`src/rtl/nco_pkg.sv`:
```
// Package: shared sizing defaults and the closed-form sine code used to
// build the constant table. Assumes SMP_W <= 30 so that products fit in longint.
package nco_pkg;

    localparam int DEF_ACC_W  = 16;
    localparam int DEF_TBL_AW = 6;
    localparam int DEF_SMP_W  = 12;
    localparam int DEF_DAC_W  = 8;

    // Rational sine approximation over a half period, mirrored for the second half.
    function automatic longint sine_code(input int idx, input int aw, input int sw);
        longint half, p, q, mid, amp, mag;
        half = longint'(1) << (aw - 1);
        p    = longint'(idx) % half;
        q    = p * (half - p);
        mid  = longint'(1) << (sw - 1);
        amp  = mid - 1;
        mag  = (amp * 16 * q) / (5 * half * half - 4 * q);
        return (longint'(idx) < half) ? mid + mag : mid - mag;
    endfunction

endpackage

```
`src/rtl/nco_phase_acc.sv`:
```
// Phase accumulator: adds the frequency word each clock, modulo 2^ACC_W.
// Assumes synchronous active-low reset; the sum wraps naturally.
module nco_phase_acc #(
    parameter int ACC_W = 16
) (
    input  logic             clk,
    input  logic             rst_n,
    input  logic [ACC_W-1:0] step,
    output logic [ACC_W-1:0] phase
);

    // Advance phase by step, clear on reset.
    always_ff @(posedge clk) begin
        if (!rst_n) phase <= '0;
        else        phase <= phase + step;
    end

endmodule

```
`src/rtl/nco_sine_rom.sv`:
```
// Sine table: one full period of 2^TBL_AW unsigned offset-binary samples,
// built from constants at elaboration; registered read (one clock).
module nco_sine_rom #(
    parameter int TBL_AW = 6,
    parameter int SMP_W  = 12
) (
    input  logic              clk,
    input  logic              rst_n,
    input  logic [TBL_AW-1:0] addr,
    output logic [SMP_W-1:0]  sample
);

    localparam int DEPTH = 1 << TBL_AW;

    logic [SMP_W-1:0] table_w [DEPTH];

    for (genvar i = 0; i < DEPTH; i++) begin : g_entry
        localparam logic [SMP_W-1:0] CODE = SMP_W'(nco_pkg::sine_code(i, TBL_AW, SMP_W));
        assign table_w[i] = CODE;
    end

    // Registered table lookup, cleared on reset.
    always_ff @(posedge clk) begin
        if (!rst_n) sample <= '0;
        else        sample <= table_w[addr];
    end

endmodule

```
`src/rtl/nco_dither_gen.sv`:
```
// Dither source: free-running Galois LFSR whose low DTH_W bits give a value
// uniform over 0..2^DTH_W-1. Output is registered and forced to 0 when disabled.
// Assumes LFSR_W >= DTH_W and a maximal-length tap mask.
module nco_dither_gen #(
    parameter int              DTH_W  = 4,
    parameter int              LFSR_W = 16,
    parameter logic [LFSR_W-1:0] TAPS = 16'hB400,
    parameter logic [LFSR_W-1:0] SEED = 16'hACE1
) (
    input  logic             clk,
    input  logic             rst_n,
    input  logic             enable,
    output logic [DTH_W-1:0] dither
);

    logic [LFSR_W-1:0] state;
    logic [LFSR_W-1:0] state_nx;

    // Next LFSR state: shift right, fold taps in when the bit shifted out is set.
    always_comb begin
        state_nx = state >> 1;
        if (state[0]) state_nx = state_nx ^ TAPS;
    end

    // Step the generator every clock.
    always_ff @(posedge clk) begin
        if (!rst_n) state <= SEED;
        else        state <= state_nx;
    end

    // Register the gated dither value, aligned with the table read.
    always_ff @(posedge clk) begin
        if (!rst_n)      dither <= '0;
        else if (enable) dither <= state[DTH_W-1:0];
        else             dither <= '0;
    end

endmodule

```
`src/rtl/nco_trunc_sat.sv`:
```
// Dither adder with clamp at all ones, then truncation to the top DAC_W bits.
// Registered output. Assumes DAC_W < SMP_W.
module nco_trunc_sat #(
    parameter int SMP_W = 12,
    parameter int DAC_W = 8
) (
    input  logic                   clk,
    input  logic                   rst_n,
    input  logic [SMP_W-1:0]       sample,
    input  logic [SMP_W-DAC_W-1:0] dither,
    output logic [DAC_W-1:0]       code
);

    localparam int DTH_W = SMP_W - DAC_W;

    logic [SMP_W:0]   sum;
    logic [SMP_W-1:0] clamped;

    // Widened add, clamp when the carry out is set.
    always_comb begin
        sum     = {1'b0, sample} + {{(DAC_W + 1){1'b0}}, dither};
        clamped = sum[SMP_W] ? '1 : sum[SMP_W-1:0];
    end

    // Keep the top DAC_W bits of the clamped sum.
    always_ff @(posedge clk) begin
        if (!rst_n) code <= '0;
        else        code <= clamped[SMP_W-1 -: DAC_W];
    end

endmodule

```
`src/rtl/dithered_sine_nco.sv`:
```
// Top: phase accumulator -> sine table (+ dither, same stage) -> clamp/truncate.
// Three register stages; phase-to-output latency is two clocks, frequency word
// to output three. Assumes DAC_W < SMP_W and TBL_AW <= ACC_W.
module dithered_sine_nco #(
    parameter int ACC_W  = nco_pkg::DEF_ACC_W,
    parameter int TBL_AW = nco_pkg::DEF_TBL_AW,
    parameter int SMP_W  = nco_pkg::DEF_SMP_W,
    parameter int DAC_W  = nco_pkg::DEF_DAC_W
) (
    input  logic             clk,
    input  logic             rst_n,
    input  logic [ACC_W-1:0] freq_word,
    input  logic             dither_en,
    output logic [DAC_W-1:0] dac_code
);

    localparam int DTH_W = SMP_W - DAC_W;

    logic [ACC_W-1:0] phase_q;
    logic [SMP_W-1:0] sample_q;
    logic [DTH_W-1:0] dither_q;

    nco_phase_acc #(.ACC_W(ACC_W)) u_acc (
        .clk   (clk),
        .rst_n (rst_n),
        .step  (freq_word),
        .phase (phase_q)
    );

    nco_sine_rom #(.TBL_AW(TBL_AW), .SMP_W(SMP_W)) u_rom (
        .clk    (clk),
        .rst_n  (rst_n),
        .addr   (phase_q[ACC_W-1 -: TBL_AW]),
        .sample (sample_q)
    );

    nco_dither_gen #(.DTH_W(DTH_W)) u_dth (
        .clk    (clk),
        .rst_n  (rst_n),
        .enable (dither_en),
        .dither (dither_q)
    );

    nco_trunc_sat #(.SMP_W(SMP_W), .DAC_W(DAC_W)) u_out (
        .clk    (clk),
        .rst_n  (rst_n),
        .sample (sample_q),
        .dither (dither_q),
        .code   (dac_code)
    );

endmodule

```
`config.mk`:
```
export PLATFORM = sky130hd
export DESIGN_NAME = dithered_sine_nco
export DESIGN_NICKNAME = d
export VERILOG_FILES = /design/src/rtl/nco_pkg.sv /design/src/rtl/nco_phase_acc.sv /design/src/rtl/nco_sine_rom.sv /design/src/rtl/nco_dither_gen.sv /design/src/rtl/nco_trunc_sat.sv /design/src/rtl/dithered_sine_nco.sv
export SDC_FILE = /design/constraint.sdc
export NUM_CORES = 1
export LEC_CHECK = 0
export ABC_AREA = 1
export BUFFER_PORTS_ARGS = -buffer_cell sky130_fd_sc_hd__buf_2
export CAP_MARGIN = 10
export CORE_ASPECT_RATIO = 0.75
export CORE_MARGIN = 4
export CORE_UTILIZATION = 50
export DETAILED_ROUTE_END_ITERATION = 8
export PLACE_DENSITY = 0.71
export SYNTH_ARGS = -nofsm -noshare
export SYNTH_HDL_FRONTEND = slang
export SYNTH_SLANG_ARGS = --single-unit
```
`constraint.sdc`:
```
create_clock -name clk -period 1.6 [get_ports clk]
set_input_delay 0.24 -clock clk [delete_from_list [all_inputs] [get_ports clk]]
set_output_delay 0.24 -clock clk [all_outputs]
set_load 0.05 [all_outputs]
```
==> results of run 1 <==
-- kinds of logic after synthesis --
logic type,count (synthesis),synth area share (%)
xor gates and xnor gates,3,0.6771
and+or+nand+nor,311,35.27
adders and majority gates,29,9.542
DFF,56,28.88
AOI/OAI and AO/OA,88,13.15
buffers and inverters,106,12.48
-- power by group through the flow --
stage                     sequential, mW  clock (mW)  combinational [mW]
after floorplan                     2.12           0                3.08
after global placement              1.98           0                4.29
after detailed placement            1.99           0                4.28
after CTS                           1.96       0.839                4.30
after global routing                2.04       0.910                5.15
final                               1.99       0.811                4.64
-- state kept, by name, indices dropped and copies added, names as in the netlist --
name / count
u_acc.phase: 16
u_dth.state: 16
u_rom.sample: 12
u_out.code: 8
u_dth.dither: 4
-- per-stage QoR --
step | std cells | setup slack (ns) | total power [mW] | area (um^2) | util, %
6_report | 738 | 0.07886 | 7.447 | 4504 | 60.61
3_5_place_dp | 729 | -0.07496 | 6.274 | 4190 | 56.38
4_1_cts | 737 | 0.01340 | 7.103 | 4297 | 57.81
5_1_grt | 738 | -0.05369 | 8.101 | 4504 | 60.61
3_3_place_gp | 729 | -0.002652 | 6.272 | 4190 | 56.38
2_1_floorplan | 593 | 0.1023 | 5.198 | 3884 | -
-- metal layers --
layer	routed length [um]	GRT usage, %	vias to the layer above
met5	0	0	-
met4	129	4.417	0
met3	682	5.227	14
li1	-	-	1974
met1	4742	30.46	1727
met2	4577	35.29	131
-- final cells by class --
type,count,area [um^2],area share (%)
Clock buffer,5,68.82,1.528
Multi-Input combinational cell,431,2476,54.97
Inverter,89,341.6,7.583
Timing Repair Buffer,53,332.8,7.389
Clock inverter,3,27.53,0.6111
Sequential cell,56,1131,25.11
Tap cell,101,126.4,2.806
-- worst paths after layout --
path / cells after the start / end / slack (ns)
min: 3 / u_dth.dither[1] / 0.21
max: 11 / u_acc.phase[12] / 0.08
min reg2reg: 1 / u_dth.state[11] / 0.42
max reg2reg: 11 / u_acc.phase[12] / 0.08
-- cell usage in the layout (no fill, tap or decap), types with 5 or more instances in the layout --
master,netlist,routed
nand2_1,173,159
inv_1,83,79
nor2_1,57,54
dfxtp_1,56,52
a21oi_1,40,37
nand3_1,40,35
buf_4,5,27
buf_2,5,26
o21ai_0,20,20
nand2_2,4,18
ha_1,28,15
o211ai_1,10,10
nand3_2,3,8
ha_4,0,8
inv_2,4,7
nor2_2,4,7
a21oi_2,4,7
nand2_4,6,6
nand3b_1,6,6
nand4_1,5,5
ha_2,0,5
clkbuf_8,1,5
-- critical path, stage by stage, from the launching register on --
cell     delay [ns]
dfxtp_2        0.36
ha_4           0.13
inv_2          0.04
fa_2           0.36
inv_2          0.06
nand3_1        0.07
nand3_2        0.11
nand3_2        0.08
nand3_2        0.08
nand2_2        0.05
nand2_1        0.05
nor2_1         0.04
-- repair_timing --
item | 4_1_cts | 5_1_grt
setup buffers | 0 | 1
resized for setup | 3 | 50
endpoints found under the hold margin | 0 | 0
pin swaps | 0 | 8
endpoints found under the setup margin | 4 | 24
cloned | 0 | 0
==> impl_metrics.py, run 1 <==
metrics = {
    "global_route": {
        "antenna_found_initial": 0,
        "overflow": 0,
        "grt_pass1_vias": 3594,
        "grt_usage_pct": 22.10,
        "grt_pass1_wl_um": 16480,
        "grt_max_degree": 22,
    },
    "drt": {
        "initialDrtViolationCount": 183,
        "num_vias": 3846,
        "dr.pass1.iters": 5,
        "postRouteAntennaNets": 0,
        "routedWlPerCell_um": 13.73,
        "viasPerCell": 5.211,
        "drc": 0,
        "drt-total-wl_um": 10130,
    },
    "clock_network": {
        "cts_tree": "yes",
        "cts_root_buf": "clkbuf_8",
        "path_clk_slew_ns": 0.11,
        "clk_latency_ns": 0.31,
        "cts_hold_buf": 0,
        "clock_sinks": 56,
        "cts_max_path_buffers": 2,
        "cts_buffers": 5,
        "htreeDepth": 2,
    },
    "synth": {
        "yosysMostFrequentCell": "nand2_1",
        "synth_common_cells": "173 x nand2_1, 83 x inv_1, 57 x nor2_1",
        "synth_top_cell_by_area": "dfxtp_1",
        "synthesis.area_mm2": 0.003881,
        "synthFlopType": "dfxtp_1",
        "seq_area_frac_synth_pct": 28.88,
        "syn_inst": 593,
        "synthTopCellsByArea": "dfxtp_1 29%, nand2_1 17%, ha_1 9.0%",
        "synth_edf_count": 0,
        "synthArstFlopShare_pct": 0,
        "yosysWarningCount": 0,
        "synth_cell_types": 43,
        "synth.avg_cell_area_um2": 6.545,
        "synth_fp_nets": 641,
        "synth_top_area_share_pct": 28.88,
        "postSynthRegisterBits": 56,
    },
    "cells_and_area": {
        "fillers": 763,
        "layout.nets": 684,
        "diodes": 0,
        "areaGrowthSynthToFinish_pct": 16.05,
        "drive_above_1_share_pct": 22.45,
    },
    "setup_path": {
        "path_class": "flop to flop",
        "critPathLaunchType": "flop",
        "crit_start": "u_acc.phase[0]",
        "required_ns": 1.81,
        "worstSetupEndpointType": "flop",
        "cp.arrival_ns": 1.73,
        "crit_fanout": 4,
        "r2r-start": "u_acc.phase[0]",
    },
    "floorplan": {
        "ios": 27,
        "core_area_mm2": 0.007432,
        "die_area_mm2": 0.009251,
        "chipHeight_um": 84.30,
        "die_w_um": 109.7,
        "row_count": 27,
        "initial_utilization_pct": 52.22,
    },
    "sta": {
        "tightest_slew_ns": 0.3604,
        "setup_viol": 0,
        "min_period_over_period_pct": 95.07,
        "setup_tns_ns": 0,
        "holdWs_ns": 0.2140,
        "relSlewSlack_pct": 75.94,
        "finalCriticalPeriod_ns": 1.521,
        "finalClockSkew_ns": 0.01076,
        "clock.fmax_mhz": 657.4,
        "rsz0062_at_grt": "true",
        "hold_violations": 0,
        "slew_viol_final": 0,
    },
    "power": {
        "sw_frac_of_total_pct": 49.54,
        "p_int_mw": 3.758,
        "powerDensity_mw_per_mm2": 1653,
        "power.leakage_nw": 2.358,
        "power.share.combinational_pct": 62.3,
        "power_frac_seq_pct": 26.8,
        "ir_drop_uv": 755.9,
        "clkPwrFrac_pct": 10.9,
        "p_sw_mw": 3.689,
    },
    "run_status": {
        "status": "completed",
    },
    "placed_design": {
        "dpl.hpwl_um": 7752,
        "gp_congestion": 0.9498,
        "io_buffers": 26,
    },
    "min_path": {
        "worstHoldStart": "dither_en",
        "min_path_type": "input pin to flop",
    },
    "job": {
        "drv.max_cap_violation_count": 0,
    },
}
No activity file was read; power rests on OpenSTA's default activity.
==> inputs of run 2 (changes only) <==
Settings changed: GPL_ROUTABILITY_DRIVEN set to 0, GPL_TIMING_DRIVEN set to 0.
==> run 2 against run 1 <==
  * Total power fell by 2.4%
  * Critical path type unchanged
  * Via count rose by 1.8%
  * First-iteration DRC count rose by 110%
  * Combinational power fell by 3%
  * Global-route usage fell by 1.1 points
  * Maximum frequency fell by 4.3%
  * Flip-flop and latch count did not move
==> impl_metrics.py, run 2 (synthesis gave the netlist of run 1 again) <==
metrics = {
    "run_status": {
        "status": "completed",
    },
    "power": {
        "power_frac_seq_pct": 27.0,
        "clkPwrFrac_pct": 10.9,
        "ir_drop_uv": 713.4,
        "powerDensity_mw_per_mm2": 1653,
        "p_sw_mw": 3.615,
        "power.leakage_nw": 2.346,
        "p_int_mw": 3.654,
        "sw_frac_of_total_pct": 49.73,
        "power.share.combinational_pct": 62.1,
        "fin_total_pwr_mw": 7.269,
    },
    "cells_and_area": {
        "fin_util_pct": 59.16,
        "top_regs": "u_acc.phase x16, u_dth.state x16, u_rom.sample x12",
        "areaGrowthSynthToFinish_pct": 13.28,
        "drive_above_1_share_pct": 18.70,
        "layout.nets": 678,
        "diodes": 0,
        "layout_commonest_cell": "nand2_1",
        "layout_common_cells": "166 x nand2_1, 81 x inv_1, 54 x nor2_1",
    },
    "setup_path": {
        "critPathLaunchType": "flop",
        "crit_chain": "ha_4 > inv_2 > fa_2 > inv_2 > nand4_1 > nand2_2 > nand2_2 > nand3_2 > nand2_1 > nor2_1",
        "cp.depth": 10,
        "critPathBufInv": 2,
        "regToRegSetupSlack_ns": 0.01,
        "cpMaxStageDelayCell": "fa_2",
        "cp.arrival_ns": 1.84,
        "required_ns": 1.85,
        "r2r-start": "u_acc.phase[0]",
        "worstSetupEndpointType": "flop",
        "crit_start": "u_acc.phase[0]",
        "crit_family": "simple AND/OR/NAND/NOR gates",
        "path_class": "flop to flop",
        "worstSetupEndpoint": "u_acc.phase[14]",
        "reg2reg_depth": 10,
        "crit_fanout": 4,
        "max_stage_delay_ns": 0.37,
        "r2r_end": "u_acc.phase[14]",
    },
    "drt": {
        "initialDrtViolationCount": 383,
        "drt-total-wl_um": 9717,
        "dr.pass1.iters": 5,
        "postRouteAntennaNets": 0,
        "routedWlPerCell_um": 13.27,
        "drc": 0,
        "viasPerCell": 5.347,
        "num_vias": 3914,
    },
    "sta": {
        "slew_viol_final": 0,
        "finalClockSkew_ns": 0.01533,
        "relSlewSlack_pct": 71.06,
        "rsz0062_at_grt": "true",
        "min_period_over_period_pct": 99.35,
        "tightest_slew_ns": 0.4341,
        "setup_viol": 0,
        "holdWs_ns": 0.2191,
        "clock.fmax_mhz": 629.1,
        "setup_ws_ns": 0.01037,
        "hold_violations": 0,
        "finalCriticalPeriod_ns": 1.590,
    },
    "clock_network": {
        "cts_buffers": 5,
        "cts_hold_buf": 0,
        "cts_root_buf": "clkbuf_8",
        "clock_sinks": 56,
        "cts_max_path_buffers": 2,
        "clk_latency_ns": 0.32,
        "path_clk_slew_ns": 0.11,
        "cts_tree": "yes",
        "htreeDepth": 2,
    },
    "floorplan": {
        "die_area_mm2": 0.009251,
        "die_w_um": 109.7,
        "chipHeight_um": 84.30,
        "row_count": 27,
        "core_area_mm2": 0.007432,
        "initial_utilization_pct": 52.22,
        "ios": 27,
    },
    "global_route": {
        "grt_pass1_wl_um": 15850,
        "grt_pass1_vias": 3677,
        "overflow": 0,
        "grt_max_degree": 19,
        "antenna_found_initial": 0,
        "grt_usage_pct": 20.96,
    },
    "placed_design": {
        "dpl.hpwl_um": 7205,
        "pre_cts_slack_ns": -0.2294,
        "io_buffers": 25,
    },
    "job": {
        "drv.max_cap_violation_count": 0,
    },
    "min_path": {
        "min_path_type": "input pin to flop",
    },
}
## run 2: changes by cell type in the layout (fill, tap and decap cells not counted), moves of 3 or more
cell     before  now
nand2_1     159  166
buf_2        26   30
ha_2          5    0
buf_4        27    9
ha_1         15   25
ha_4          8    3
buf_6         0    3
nand2_2      18   10
## run 2: area by class of cell
cell class,count,area [um^2]
flip-flops and latches,56,1131
clock buffers,5,68.82
fillers,703,3035
repair buffers,30,166.4
inverters,89,339.1
well taps,101,126.4
multi-input cells,431,2397
clock inverters,3,22.52
plain buffers,17,145.1
## run 2: power by group through the flow
stage,Sequential [mW],Clock (mW),Combinational [mW]
6_report,1.97,0.789,4.51
3_3_place_gp,2.04,0,4.04
5_1_grt,2.00,0.882,4.92
4_1_cts,1.95,0.824,4.23
2_1_floorplan,2.12,0,3.08
3_5_place_dp,2.04,0,4.06
## run 2: tightest hold or removal path: stages
cell     delay (ns)
buf_2          0.07
nand2_1        0.09
nor2_1         0.09
## run 2: worst min path at each step
stage | cells past startpoint | start | slack (ns) | end
after floorplan | 2 | u_dth.state[15] | 0.39 | u_dth.state[14]
after global placement | 2 | u_dth.state[15] | 0.39 | u_dth.state[14]
after detailed placement | 2 | u_dth.state[4] | 0.40 | u_dth.state[3]
after CTS | 3 | dither_en | 0.21 | u_dth.dither[3]
after global routing | 3 | dither_en | 0.23 | u_dth.dither[3]
final | 3 | dither_en | 0.22 | u_dth.dither[3]
## run 2: per-layer routing
metal,part of all wire [%],up-vias,global-route usage [%]
li1,-,1955,-
met3,8.5,30,4.766
met4,2.2,0,6.682
met1,44,1741,27.49
met2,45,188,34.02
met5,0,-,0
## run 2: timing repair
action / CTS / global route
pin swaps: 0 / 6
setup buffers: 5 / 0
endpoints found under the hold margin: 0 / 0
setup endpoints to repair: 15 / 21
resized for setup: 6 / 31
## run 2: through the flow
step	instances	setup TNS, ns	area, um^2
finish	732	0	4397
global route	732	-0.3355	4397
CTS	732	0	4282
detailed placement	719	-1.416	4135
global placement	719	-1.265	4135
floorplan	593	0	3884
